`config.mk`:
```
export PLATFORM = sky130hd
export DESIGN_NAME = ibg_top
export DESIGN_NICKNAME = d
export VERILOG_FILES = /design/src/rtl/ibg_pkg.sv /design/src/rtl/ibg_regs.sv /design/src/rtl/ibg_chan_req.sv /design/src/rtl/ibg_arbiter.sv /design/src/rtl/ibg_top.sv
export SDC_FILE = /design/constraint.sdc
export NUM_CORES = 1
export LEC_CHECK = 0
export ABC_AREA = 1
export ABC_CLOCK_PERIOD_IN_PS = 32500
export BUFFER_PORTS_ARGS = -buffer_cell sky130_fd_sc_hd__buf_2
export CORE_ASPECT_RATIO = 0.5
export CORE_MARGIN = 1
export CORE_UTILIZATION = 50
export DETAILED_ROUTE_END_ITERATION = 6
export PLACE_DENSITY = 0.69
export SLEW_MARGIN = 5
export SYNTH_ARGS = -nofsm -noshare
export SYNTH_HDL_FRONTEND = slang
export SYNTH_SLANG_ARGS = --single-unit
export TNS_END_PERCENT = 20
```
`constraint.sdc`:
```
create_clock -name clk -period 32.5 [get_ports clk]
set_input_delay 6.5 -clock clk [delete_from_list [all_inputs] [get_ports clk]]
set_output_delay 6.5 -clock clk [all_outputs]
set_load 0.02 [all_outputs]
```
`src/rtl/ibg_pkg.sv`:
```
package ibg_pkg;
   localparam int SRC_N = 8;
   localparam int SRC_W = 3;

   localparam int SRC_TX  = 0;
   localparam int SRC_RX  = 1;
   localparam int SRC_BRK = 2;
   localparam int SRC_RSV = 3;
   localparam int SRC_XON = 4;
   localparam int SRC_ADR = 5;
   localparam int SRC_WDG = 6;
   localparam int SRC_COS = 7;

   typedef enum logic [2:0] {
      RS_MASK = 3'd0,
      RS_BRK  = 3'd1,
      RS_COS  = 3'd2,
      RS_XON  = 3'd3,
      RS_ADR  = 3'd4
   } reg_sel_e;
endpackage

```
`src/rtl/ibg_regs.sv`:
```
module ibg_regs
   import ibg_pkg::*;
#(
   parameter int NUM_CH = 4,
   parameter int PRIO_W = 3,
   localparam int CH_W   = $clog2(NUM_CH),
   localparam int ADDR_W = CH_W + SRC_W
) (
   input  logic                       clk,
   input  logic                       rst_n,
   input  logic                       reg_we,
   input  logic [ADDR_W-1:0]          reg_addr,
   input  logic [7:0]                 reg_wdata,
   output logic [7:0]                 reg_rdata,
   output logic [NUM_CH*SRC_N-1:0]    mask_o,
   output logic [NUM_CH*PRIO_W-1:0]   brk_o,
   output logic [NUM_CH*PRIO_W-1:0]   cos_o,
   output logic [NUM_CH*PRIO_W-1:0]   xon_o,
   output logic [NUM_CH*PRIO_W-1:0]   adr_o
);
   localparam logic [7:0] RSV_CLR = ~(8'h01 << SRC_RSV);

   logic [CH_W-1:0]  a_ch;
   logic [SRC_W-1:0] a_sel;
   logic [7:0]       rd_word [NUM_CH];

   assign a_ch  = reg_addr[ADDR_W-1:SRC_W];
   assign a_sel = reg_addr[SRC_W-1:0];

   for (genvar c = 0; c < NUM_CH; c++) begin : g_ch
      logic [7:0]        mask_r;
      logic [PRIO_W-1:0] brk_r, cos_r, xon_r, adr_r;
      logic              hit;

      assign hit = reg_we && (a_ch == CH_W'(c));

      always_ff @(posedge clk or negedge rst_n) begin
         if (!rst_n) begin
            mask_r <= '0;
            brk_r  <= '0;
            cos_r  <= '0;
            xon_r  <= '0;
            adr_r  <= '0;
         end else if (hit) begin
            case (a_sel)
               RS_MASK: mask_r <= reg_wdata & RSV_CLR;
               RS_BRK:  brk_r  <= reg_wdata[PRIO_W-1:0];
               RS_COS:  cos_r  <= reg_wdata[PRIO_W-1:0];
               RS_XON:  xon_r  <= reg_wdata[PRIO_W-1:0];
               RS_ADR:  adr_r  <= reg_wdata[PRIO_W-1:0];
               default: ;
            endcase
         end
      end

      assign rd_word[c] = (a_sel == RS_MASK) ? mask_r      :
                          (a_sel == RS_BRK)  ? 8'(brk_r)   :
                          (a_sel == RS_COS)  ? 8'(cos_r)   :
                          (a_sel == RS_XON)  ? 8'(xon_r)   :
                          (a_sel == RS_ADR)  ? 8'(adr_r)   : 8'h00;

      assign mask_o[c*SRC_N +: SRC_N]  = mask_r;
      assign brk_o[c*PRIO_W +: PRIO_W] = brk_r;
      assign cos_o[c*PRIO_W +: PRIO_W] = cos_r;
      assign xon_o[c*PRIO_W +: PRIO_W] = xon_r;
      assign adr_o[c*PRIO_W +: PRIO_W] = adr_r;
   end

   always_comb begin
      reg_rdata = 8'h00;
      for (int c = 0; c < NUM_CH; c++) begin
         if (a_ch == CH_W'(c)) reg_rdata = rd_word[c];
      end
   end

   // the reserved enable bit never reads back as set
   always_comb begin
      if (rst_n && a_sel == RS_MASK)
         a_r4_rsv_reads_zero: assert (reg_rdata[SRC_RSV] == 1'b0);
   end
endmodule

```
`src/rtl/ibg_chan_req.sv`:
```
module ibg_chan_req
   import ibg_pkg::*;
#(
   parameter int PRIO_W  = 3,
   parameter int FIX_TX  = 1,
   parameter int FIX_RX  = 2,
   parameter int FIX_WDG = 3
) (
   input  logic [SRC_N-1:0]        status_i,
   input  logic [SRC_N-1:0]        mask_i,
   input  logic [PRIO_W-1:0]       brk_i,
   input  logic [PRIO_W-1:0]       cos_i,
   input  logic [PRIO_W-1:0]       xon_i,
   input  logic [PRIO_W-1:0]       adr_i,
   output logic [SRC_N-1:0]        req_o,
   output logic [SRC_N*PRIO_W-1:0] prio_o
);
   for (genvar s = 0; s < SRC_N; s++) begin : g_src
      if (s == SRC_RSV) begin : g_rsv
         assign req_o[s] = 1'b0;
         assign prio_o[s*PRIO_W +: PRIO_W] = '0;
      end else begin : g_live
         assign req_o[s] = status_i[s] & mask_i[s];
         if (s == SRC_TX) begin : g_tx
            assign prio_o[s*PRIO_W +: PRIO_W] = PRIO_W'(FIX_TX);
         end else if (s == SRC_RX) begin : g_rx
            assign prio_o[s*PRIO_W +: PRIO_W] = PRIO_W'(FIX_RX);
         end else if (s == SRC_WDG) begin : g_wdg
            assign prio_o[s*PRIO_W +: PRIO_W] = PRIO_W'(FIX_WDG);
         end else if (s == SRC_BRK) begin : g_brk
            assign prio_o[s*PRIO_W +: PRIO_W] = brk_i;
         end else if (s == SRC_COS) begin : g_cos
            assign prio_o[s*PRIO_W +: PRIO_W] = cos_i;
         end else if (s == SRC_XON) begin : g_xon
            assign prio_o[s*PRIO_W +: PRIO_W] = xon_i;
         end else begin : g_adr
            assign prio_o[s*PRIO_W +: PRIO_W] = adr_i;
         end
      end
   end
endmodule

```
`src/rtl/ibg_arbiter.sv`:
```
module ibg_arbiter
   import ibg_pkg::*;
#(
   parameter int NUM_CH = 4,
   parameter int PRIO_W = 3,
   localparam int CH_W  = $clog2(NUM_CH),
   localparam int N_REQ = NUM_CH * SRC_N
) (
   input  logic [N_REQ-1:0]        req_i,
   input  logic [N_REQ*PRIO_W-1:0] prio_i,
   output logic                    any_o,
   output logic [CH_W-1:0]         ch_o,
   output logic [SRC_W-1:0]        src_o,
   output logic [PRIO_W-1:0]       prio_o
);
   // Scan order: channel ascending, then bit position descending; a later
   // candidate replaces the held one only with a strictly larger priority.
   always_comb begin
      any_o  = 1'b0;
      ch_o   = '0;
      src_o  = '0;
      prio_o = '0;
      for (int c = 0; c < NUM_CH; c++) begin
         for (int s = SRC_N - 1; s >= 0; s--) begin
            if (req_i[c*SRC_N + s] &&
                (!any_o || prio_i[(c*SRC_N + s)*PRIO_W +: PRIO_W] > prio_o)) begin
               any_o  = 1'b1;
               ch_o   = CH_W'(c);
               src_o  = SRC_W'(s);
               prio_o = prio_i[(c*SRC_N + s)*PRIO_W +: PRIO_W];
            end
         end
      end
   end
endmodule

```
`src/rtl/ibg_top.sv`:
```
module ibg_top
   import ibg_pkg::*;
#(
   parameter int NUM_CH  = 4,
   parameter int PRIO_W  = 3,
   parameter int FIX_TX  = 1,
   parameter int FIX_RX  = 2,
   parameter int FIX_WDG = 3,
   localparam int CH_W   = $clog2(NUM_CH),
   localparam int ADDR_W = CH_W + SRC_W,
   localparam int NUM_W  = PRIO_W + CH_W,
   localparam int ID_W   = CH_W + SRC_W
) (
   input  logic                    clk,
   input  logic                    rst_n,
   input  logic                    reg_we,
   input  logic [ADDR_W-1:0]       reg_addr,
   input  logic [7:0]              reg_wdata,
   output logic [7:0]              reg_rdata,
   input  logic [NUM_CH*SRC_N-1:0] status_in,
   output logic                    irq_n,
   output logic [NUM_W-1:0]        win_num,
   output logic [ID_W-1:0]         win_id
);
   if (NUM_CH < 2 || (1 << CH_W) != NUM_CH) begin : g_bad_ch
      $error("NUM_CH must be a power of two, at least 2");
   end
   if (PRIO_W < 1 || PRIO_W > 7) begin : g_bad_prio
      $error("PRIO_W must lie in 1..7");
   end
   if (FIX_TX >= (1 << PRIO_W) || FIX_RX >= (1 << PRIO_W) || FIX_WDG >= (1 << PRIO_W)) begin : g_bad_fix
      $error("fixed priorities must fit in PRIO_W bits");
   end

   logic [NUM_CH*SRC_N-1:0]        mask_w;
   logic [NUM_CH*PRIO_W-1:0]       brk_w, cos_w, xon_w, adr_w;
   logic [NUM_CH*SRC_N-1:0]        req_w;
   logic [NUM_CH*SRC_N*PRIO_W-1:0] prio_w;
   logic                           any_w;
   logic [CH_W-1:0]                ch_w;
   logic [SRC_W-1:0]               src_w;
   logic [PRIO_W-1:0]              bp_w;

   ibg_regs #(.NUM_CH(NUM_CH), .PRIO_W(PRIO_W)) u_regs (
      .clk       (clk),
      .rst_n     (rst_n),
      .reg_we    (reg_we),
      .reg_addr  (reg_addr),
      .reg_wdata (reg_wdata),
      .reg_rdata (reg_rdata),
      .mask_o    (mask_w),
      .brk_o     (brk_w),
      .cos_o     (cos_w),
      .xon_o     (xon_w),
      .adr_o     (adr_w)
   );

   for (genvar c = 0; c < NUM_CH; c++) begin : g_chan
      ibg_chan_req #(
         .PRIO_W(PRIO_W), .FIX_TX(FIX_TX), .FIX_RX(FIX_RX), .FIX_WDG(FIX_WDG)
      ) u_req (
         .status_i (status_in[c*SRC_N +: SRC_N]),
         .mask_i   (mask_w[c*SRC_N +: SRC_N]),
         .brk_i    (brk_w[c*PRIO_W +: PRIO_W]),
         .cos_i    (cos_w[c*PRIO_W +: PRIO_W]),
         .xon_i    (xon_w[c*PRIO_W +: PRIO_W]),
         .adr_i    (adr_w[c*PRIO_W +: PRIO_W]),
         .req_o    (req_w[c*SRC_N +: SRC_N]),
         .prio_o   (prio_w[c*SRC_N*PRIO_W +: SRC_N*PRIO_W])
      );
   end

   ibg_arbiter #(.NUM_CH(NUM_CH), .PRIO_W(PRIO_W)) u_arb (
      .req_i  (req_w),
      .prio_i (prio_w),
      .any_o  (any_w),
      .ch_o   (ch_w),
      .src_o  (src_w),
      .prio_o (bp_w)
   );

   always_ff @(posedge clk or negedge rst_n) begin
      if (!rst_n) begin
         irq_n   <= 1'b1;
         win_num <= '0;
         win_id  <= '0;
      end else begin
         irq_n   <= ~any_w;
         win_num <= any_w ? {bp_w, ch_w}  : '0;
         win_id  <= any_w ? {ch_w, src_w} : '0;
      end
   end

   a_r2_low_needs_enabled: assert property (@(posedge clk) disable iff (!rst_n)
      !irq_n |-> $past(req_w != '0));

   a_r9_release_after_idle: assert property (@(posedge clk) disable iff (!rst_n)
      $past(req_w == '0) |-> irq_n);

   a_r3_winner_not_reserved: assert property (@(posedge clk) disable iff (!rst_n)
      !irq_n |-> (win_id[SRC_W-1:0] != SRC_W'(SRC_RSV)));

   a_r9_idle_outputs_zero: assert property (@(posedge clk) disable iff (!rst_n)
      irq_n |-> (win_num == '0 && win_id == '0));

   a_r6_channel_fields_agree: assert property (@(posedge clk) disable iff (!rst_n)
      !irq_n |-> (win_num[CH_W-1:0] == win_id[ID_W-1:SRC_W]));
endmodule

```
==> summary.md, run 1 <==
| Metric | Value |
|---|---|
| Status | `complete, no violations` |
| Worst reg2reg setup slack | `about 13 ns` |
| Syn Nets | `roughly 1000` |
| Worst hold path type | `reg -> reg` |
| Total routed wirelength | `18300 um` |
| Crit Path Category | `in -> reg` |
| DRC | `0` |
| TritonCTS Buffers | `9` |
| Clock latency on the worst-skew pair | `approximately 0.35 ns` |
| Yosys reg bits | `85` |
| GR Util All Layers | `0.284` |
| Slowest cell delay on critical path | `around 0.33 ns` |
| CTS H-tree depth | `3` |
| Final hold vios | `0` |
| Worst Hold Endpoint | `u_regs.g_ch[1].adr_r[0]` |
| Pwr/cell area | `82.6 nW/um^2` |
| CTS Root Cell | `clkbuf_16` |
| Wire per inst | `between 15 and 20 um` |
| Largest net degree at the start of global routing | `75` |
| Main flop type after synthesis | `dfrtp_1` |
| Layout cell share with drive strength beyond 1 | `0.178` |
| Ranking of synthesized cells by area | `dfrtp_1, nand2_1, ha_1, o21ai_0, inv_1` |
| Sink Count | `85` |
| Buf+Inv Stages, Crit Path | `19` |
| Std cell rows | `29` |
| Slew headroom | `0.346` |
| Area delta synth->final | `11.9%` |
| Post-CTS Resized | `0` |
| Routed vias | `6401` |
| Hold path depth | `2` |
| FF-to-FF Start | `u_regs.g_ch[0].mask_r[7]` |
| EDFF count, synth | `0` |
| Worst hold path startpoint | `u_regs.g_ch[1].adr_r[0]` |
| Hold WS | `between 0.4 and 0.5 ns` |
| Number of global-route vias before repair | `~6000` |
| Fin Clk Skew | `around 0.0090 ns` |
| Period utilisation layout | `0.768` |
| CP Launch Type | `primary input` |
| Die area | `between 10000 and 15000 um^2` |
| Largest delay share family, worst path | `simple AND/OR/NAND/NOR gates` |
| FFs w/ async S/R, synth | `1.00` |
| Placed cells | `1145` |
| Worst-path maximum fanout | `10` |
| Final setup TNS | `0 ns` |
| Number of post-CTS setup repair buffers | `0` |
| Iter 0 DRT Violations | `382` |
| Final non-filler cell total | `between 1000 and 1500` |
| GPL Wtd Cong | `just over 0.9` |
| Max-cap check violation count | `0` |
| CP Capture Type | `flip-flop` |
| Die Width | `~160 um` |
| Pre-antenna DRT Iters | `5` |
| Leak pwr | `a little over 4 nW` |
| Post-synth top area share | `0.321` |
| CP arrival | `25.20 ns` |
| DP Wirelength | `13900 um` |
| Layout Nets | `~1100` |
| R2R cell count | `154` |
| Synth warn | `0` |
| Final setup viols | `0` |
| Most frequent cells in the layout | `nand2_1, inv_1, o21ai_0` |
| Initial Utilization | `0.515` |
| Setup repair after global routing missed its margin | `no` |
| Synth Area per Inst | `a little over 7 um^2` |
| Top cell by count, worst path | `nand2_1` |
| Total grt overflow | `0` |
| Slew Limit Fails | `0` |
| Met2 usage | `0.456` |
| Register area share after synthesis | `0.325` |
| # IOs | `67` |
| Required time worst endpoint | `about 33 ns` |
| Ant diodes | `0` |
| Met1 usage | `0.396` |
| CTS tree | `done` |
| Crit Reg-Reg Endpoint | `win_id[0]` |
| Synth Instances | `929` |
| Distinct cells, synth | `between 40 and 50` |
| Post-CTS Hold Buffers | `0` |
| Post-route minimum period | `approximately 25 ns` |
| Slowest CP cell | `or2_2` |
| Die Y-Extent | `around 83 um` |
| Post-synth top area cell | `dfrtp_1` |
| Core Area | `~13000 um^2` |
| Initial antenna violation count | `0` |
| FILL cells | `~1200` |
| Post-route ant nets | `0` |
| Clk slew on worst S/H paths | `0.07 ns` |
| Worst-Margin Slew | `around 1 ns` |
| Most common cell after layout, fill and taps aside | `nand2_1` |
| Fmax | `between 40 and 50 MHz` |
| Peak supply drop | `0.0504 mV` |
| Vias per inst | `around 5.5` |
| Met3 Usage GRT | `0.0634` |
| Gr busiest metal | `met2` |
| Synthesized cell area | `6560 um^2` |
| Maximum clock path buffer count | `2` |
| First-pass GRT wire length | `30000 um` |
| IO buf count | `60` |
## final cells by class
type,instances,area [um^2],share of cell area
multi-input combinational,704,3890,0.531
sequential,85,2130,0.290
inverter,122,460,0.0628
timing repair buffer,64,333,0.0454
clock buffer,9,225,0.0307
tap,170,213,0.0290
clock inverter,7,82.6,0.0113
## how the worst max path moves through the flow
stage / from / end / slack, ns / depth (start not counted)
after floorplan: status_in[7] / win_id[0] / 9.74 / 153
after global placement: status_in[7] / win_id[0] / 7.83 / 154
after detailed placement: status_in[7] / win_id[0] / 7.42 / 155
after CTS: status_in[7] / win_id[0] / 7.70 / 155
after global routing: status_in[7] / win_id[0] / 5.43 / 157
final: status_in[7] / win_id[0] / 7.55 / 155
## worst register-to-register path: cells and delay by family (launching register included)
kind                       cells  cell delay, ns
and+or+nand+nor              101           10.19
adders and majority gates     15            4.05
AOI/OAI and AO/OA             20            2.83
buffers and inverters         18            1.49
DFF                            1            0.43
## Yosys cell counts (6+ instances only)
| master | instances |
|---|---|
| dfrtp_1 | 84 |
| a31oi_1 | 10 |
| inv_1 | 110 |
| o21ai_1 | 6 |
| nor3_1 | 6 |
| nand3_2 | 27 |
| nor2_1 | 21 |
| inv_2 | 9 |
| clkbuf_1 | 15 |
| nand2_1 | 308 |
| o21ai_0 | 97 |
| nand2_2 | 22 |
| or2_2 | 6 |
| o21ai_2 | 10 |
| o2111ai_1 | 6 |
| nand2_4 | 7 |
| ha_1 | 45 |
| a21oi_1 | 38 |
| nand3_1 | 50 |
## logic make-up after synthesis
logic type | count (synthesis) | share of synthesized area
and+or+nand+nor | 473 | 0.344
AOI/OAI and AO/OA | 185 | 0.163
DFF | 85 | 0.325
adders and majority gates | 45 | 0.0859
buffers and inverters | 140 | 0.0823
other | 1 | 0.000572
## flip-flops by register name (all words and copies together), names as in the netlist
signal and flops:
u_regs.g_ch.mask_r 28, u_regs.g_ch.adr_r 12, u_regs.g_ch.brk_r 12, u_regs.g_ch.cos_r 12, u_regs.g_ch.xon_r 12, win_id 4
win_num 4, irq_n 1
## routing by layer
| layer | vias up | wire length [um] |
|---|---|---|
| met3 | 18 | 1350 |
| met2 | 195 | 8250 |
| met4 | 0 | 189 |
| met1 | 3016 | 8520 |
| met5 | - | 0 |
| li1 | 3172 | - |
## through the flow
| stage | instance area, um^2 | setup slack (ns) | util | power (W) |
|---|---|---|---|---|
| finish | 7330 | 7.55 | 0.576 | 0.000606 |
| detailed placement | 7030 | 7.42 | 0.552 | 0.000496 |
| global placement | 7030 | 7.83 | 0.552 | 0.000481 |
| CTS | 7330 | 7.70 | 0.576 | 0.000606 |
| floorplan | 6560 | 9.74 | - | 0.000418 |
| global route | 7330 | 5.43 | 0.576 | 0.000669 |
## where the power goes
part	internal (W)	switching [W]
registers	0.000130	0.0000213
logic	0.000133	0.000214
clock network	0.0000607	0.0000469
total	0.000323	0.000283
Power figures use the tool's default switching activity.
==> run 2, diff against run 1 <==
- ABC_AREA: 1 -> 0
- ABC_CLOCK_PERIOD_IN_PS: 32500 -> 22200
- PLACE_DENSITY: 0.69 -> 0.72
- clock period: 32.5 -> 22.2 ns (I/O delays scaled with it)
==> run 2 against run 1 <==
  * The run now ends with DRC, setup timing left
  * Worst hold slack improved by 0.046 ns
  * Clock skew fell by 0.0017 ns
  * Combinational power rose to 3.1 times the previous value
  * Die area rose by 7.6%
  * Worst setup slack got worse by 11 ns
  * Total power rose by 140%
  * Highest routed layer unchanged
  * Global-route usage rose by 4.8 points
  * Cell count rose by 3.4%
  * Routed wire length rose by 33%
  * Critical path type unchanged
==> summary.md, run 2 <==
| Metric | Value |
|---|---|
| Status | `finished with violations` |
| Failing checks | `DRC, setup timing` |
| Fin Clk Skew | `roughly 0.0072 ns` |
| Slowest cell delay on critical path | `0.52 ns` |
| Ant diodes | `0` |
| # IOs | `67` |
| Slew Limit Fails | `0` |
| Synth warn | `0` |
| Most frequent cells in the layout | `buf_4, dfrtp_1, mux2_2` |
| IO buf count | `60` |
| FF-to-FF Start | `u_regs.g_ch[0].mask_r[7]` |
| CP Capture Type | `flip-flop` |
| Yosys reg bits | `85` |
| Worst-Margin Slew | `0.749 ns` |
| Die area | `around 15000 um^2` |
| Core Area | `between 10000 and 15000 um^2` |
| Most common cell after layout, fill and taps aside | `buf_4` |
| Leak pwr | `around 4.4 nW` |
| TritonCTS Buffers | `9` |
| Clk slew on worst S/H paths | `0.07 ns` |
| CTS tree | `done` |
| Slowest CP cell | `or4b_4` |
| Hold path depth | `1` |
| Fmax | `approximately 39 MHz` |
| FILL cells | `around 990` |
| CTS H-tree depth | `3` |
| Maximum clock path buffer count | `2` |
| Post-CTS Hold Buffers | `0` |
| Synth top cells by count | `dfrtp_1, mux2_2, nand2_1` |
| Vias per inst | `between 6 and 7` |
| Worst setup margin | `-3.58 ns` |
| CP Launch Type | `primary input` |
| Post-synth top area cell | `dfrtp_1` |
| GPL Wtd Cong | `between 0.9 and 1` |
| FFs w/ async S/R, synth | `1.00` |
| Reg with most FFs | `u_regs.g_ch.mask_r` |
| Crit path from | `status_in[7]` |
| Max reg flops | `28` |
| Max-cap check violation count | `0` |
| Storage cell area | `between 2000 and 2500 um^2` |
| Worst hold path startpoint | `u_regs.g_ch[1].adr_r[0]` |
| Ranking of synthesized cells by area | `dfrtp_1, mux2_2, ha_1, nand2_1, a21oi_1` |
| CTS Root Cell | `clkbuf_16` |
| Layout Nets | `between 1000 and 1500` |
| Syn Nets | `approximately 870` |
| Worst hold path type | `reg -> reg` |
| Power, Total | `roughly 0.0015 W` |
| Peak supply drop | `0.113 mV` |
| Area occupied by multi-input gates | `approximately 5200 um^2` |
| Largest net degree at the start of global routing | `46` |
| Post-synth top area share | `0.298` |
| Setup WS pre-CTS | `-4.15 ns` |
| Die Width | `170 um` |
| GR Util All Layers | `0.332` |
| Final setup viols | `8` |
| Std cell rows | `30` |
| Pwr/cell area | `149 nW/um^2` |
| Most frequent cell after synthesis | `dfrtp_1` |
| Initial antenna violation count | `1` |
| EDFF count, synth | `0` |
| Period utilisation layout | `1.16` |
| Post-route ant nets | `0` |
| Slew headroom | `0.497` |
| Total grt overflow | `0` |
| Crit Path Category | `in -> reg` |
| Pre-antenna DRT Iters | `7` |
| Layout cell share with drive strength beyond 1 | `0.452` |
| DRC | `2` |
| Final hold vios | `0` |
| CP arrival | `around 26 ns` |
| First-pass GRT wire length | `about 37000 um` |
| Sink Count | `85` |
| Total routed wirelength | `between 20000 and 25000 um` |
| Post-route minimum period | `between 20 and 30 ns` |
| Required time worst endpoint | `22.44 ns` |
| Synth Instances | `about 780` |
| Initial Utilization | `0.517` |
| Setup repair after global routing missed its margin | `yes` |
| Worst-path maximum fanout | `6` |
| Iter 0 DRT Violations | `735` |
| Die Y-Extent | `around 86 um` |
| Wire per inst | `between 20 and 25 um` |
| Clock latency on the worst-skew pair | `between 0.3 and 0.4 ns` |
| R2R cell count | `roughly 120` |
| Area delta synth->final | `38.8%` |
| DP Wirelength | `~17000 um` |
| Distinct cells, synth | `between 80 and 90` |
| Synth Area per Inst | `between 9 and 10 um^2` |
| Synthesized cell area | `a little over 7000 um^2` |
| Routed vias | `roughly 7500` |
| Register area share after synthesis | `0.301` |
| Number of global-route vias before repair | `just over 7000` |
| Main flop type after synthesis | `dfrtp_1` |
-- run 2: cell types whose count changed after synthesis, sizes merged, moves of 37 or more --
cell and delta:
nand2 -264, inv -79, mux2 +72, o21ai -66
nand3 -54, nor2 +37
-- run 2: through the flow --
step                      std cells  hold WS [ns]  area, um^2  setup TNS, ns  utilization
after floorplan                 775         0.489        7230         -24.68            -
after global placement         1125         0.508        8590         -28.93        0.629
after detailed placement       1125         0.524        8590         -32.45        0.629
after CTS                      1187         0.539        9530         -23.89        0.698
after global routing           1201         0.562        9800         -35.65        0.718
final                          1201         0.537        9800         -27.72        0.718
-- run 2: final timing paths --
path	end	slack (ns)
max	win_id[0]	-3.58
min	u_regs.g_ch[1].adr_r[0]	0.54
max reg2reg	win_id[0]	0.02
min reg2reg	u_regs.g_ch[1].adr_r[0]	0.54
max in group asynchronous	win_id[0]	17.13
min in group asynchronous	u_regs.g_ch[0].cos_r[0]	4.07
-- run 2: layout make-up --
class,instances,share of cell area
well taps,192,0.0245
flip-flops and latches,85,0.217
inverters,41,0.0157
repair buffers,248,0.178
multi-input cells,619,0.533
clock inverters,7,0.00817
clock buffers,9,0.0230
-- run 2: repair_timing --
item                       in CTS  in global routing
buffers inserted               47                 14
setup endpoints to repair       8                  8
pin swaps                      93                 50
resized for setup              58                 24
-- run 2: critical path: cells and delay by family --
family	cells	cell delay, ns
adders and majority gates	15	3.54
buffers and inverters	9	1.07
AOI/OAI and AO/OA	63	10.60
and+or+nand+nor	33	5.48
muxes	3	0.79
-- run 2: logic make-up after synthesis --
group / count (synthesis) / share of synthesized area
AO/OA/AOI/OAI: 240 / 0.253
adder cells (fa/ha/maj): 45 / 0.0797
buffers and inverters: 71 / 0.0402
flip-flops: 85 / 0.301
multiplexers: 89 / 0.146
other: 1 / 0.000531
AND/OR/NAND/NOR: 244 / 0.180
-- run 2: routing by layer --
metal / global-route usage / vias up / part of all wire
met5: 0 / - / 0
met4: 0.0753 / 0 / 0.019
met3: 0.0660 / 48 / 0.090
met2: 0.560 / 355 / 0.47
met1: 0.442 / 3668 / 0.42
li1: - / 3387 / -
-- run 2: report_power, final --
group	internal (W)	total (W)	switching (W)
Sequential	0.000192	0.000241	0.0000494
Clock	0.0000886	0.000155	0.0000667
Combinational	0.000558	0.00107	0.000510
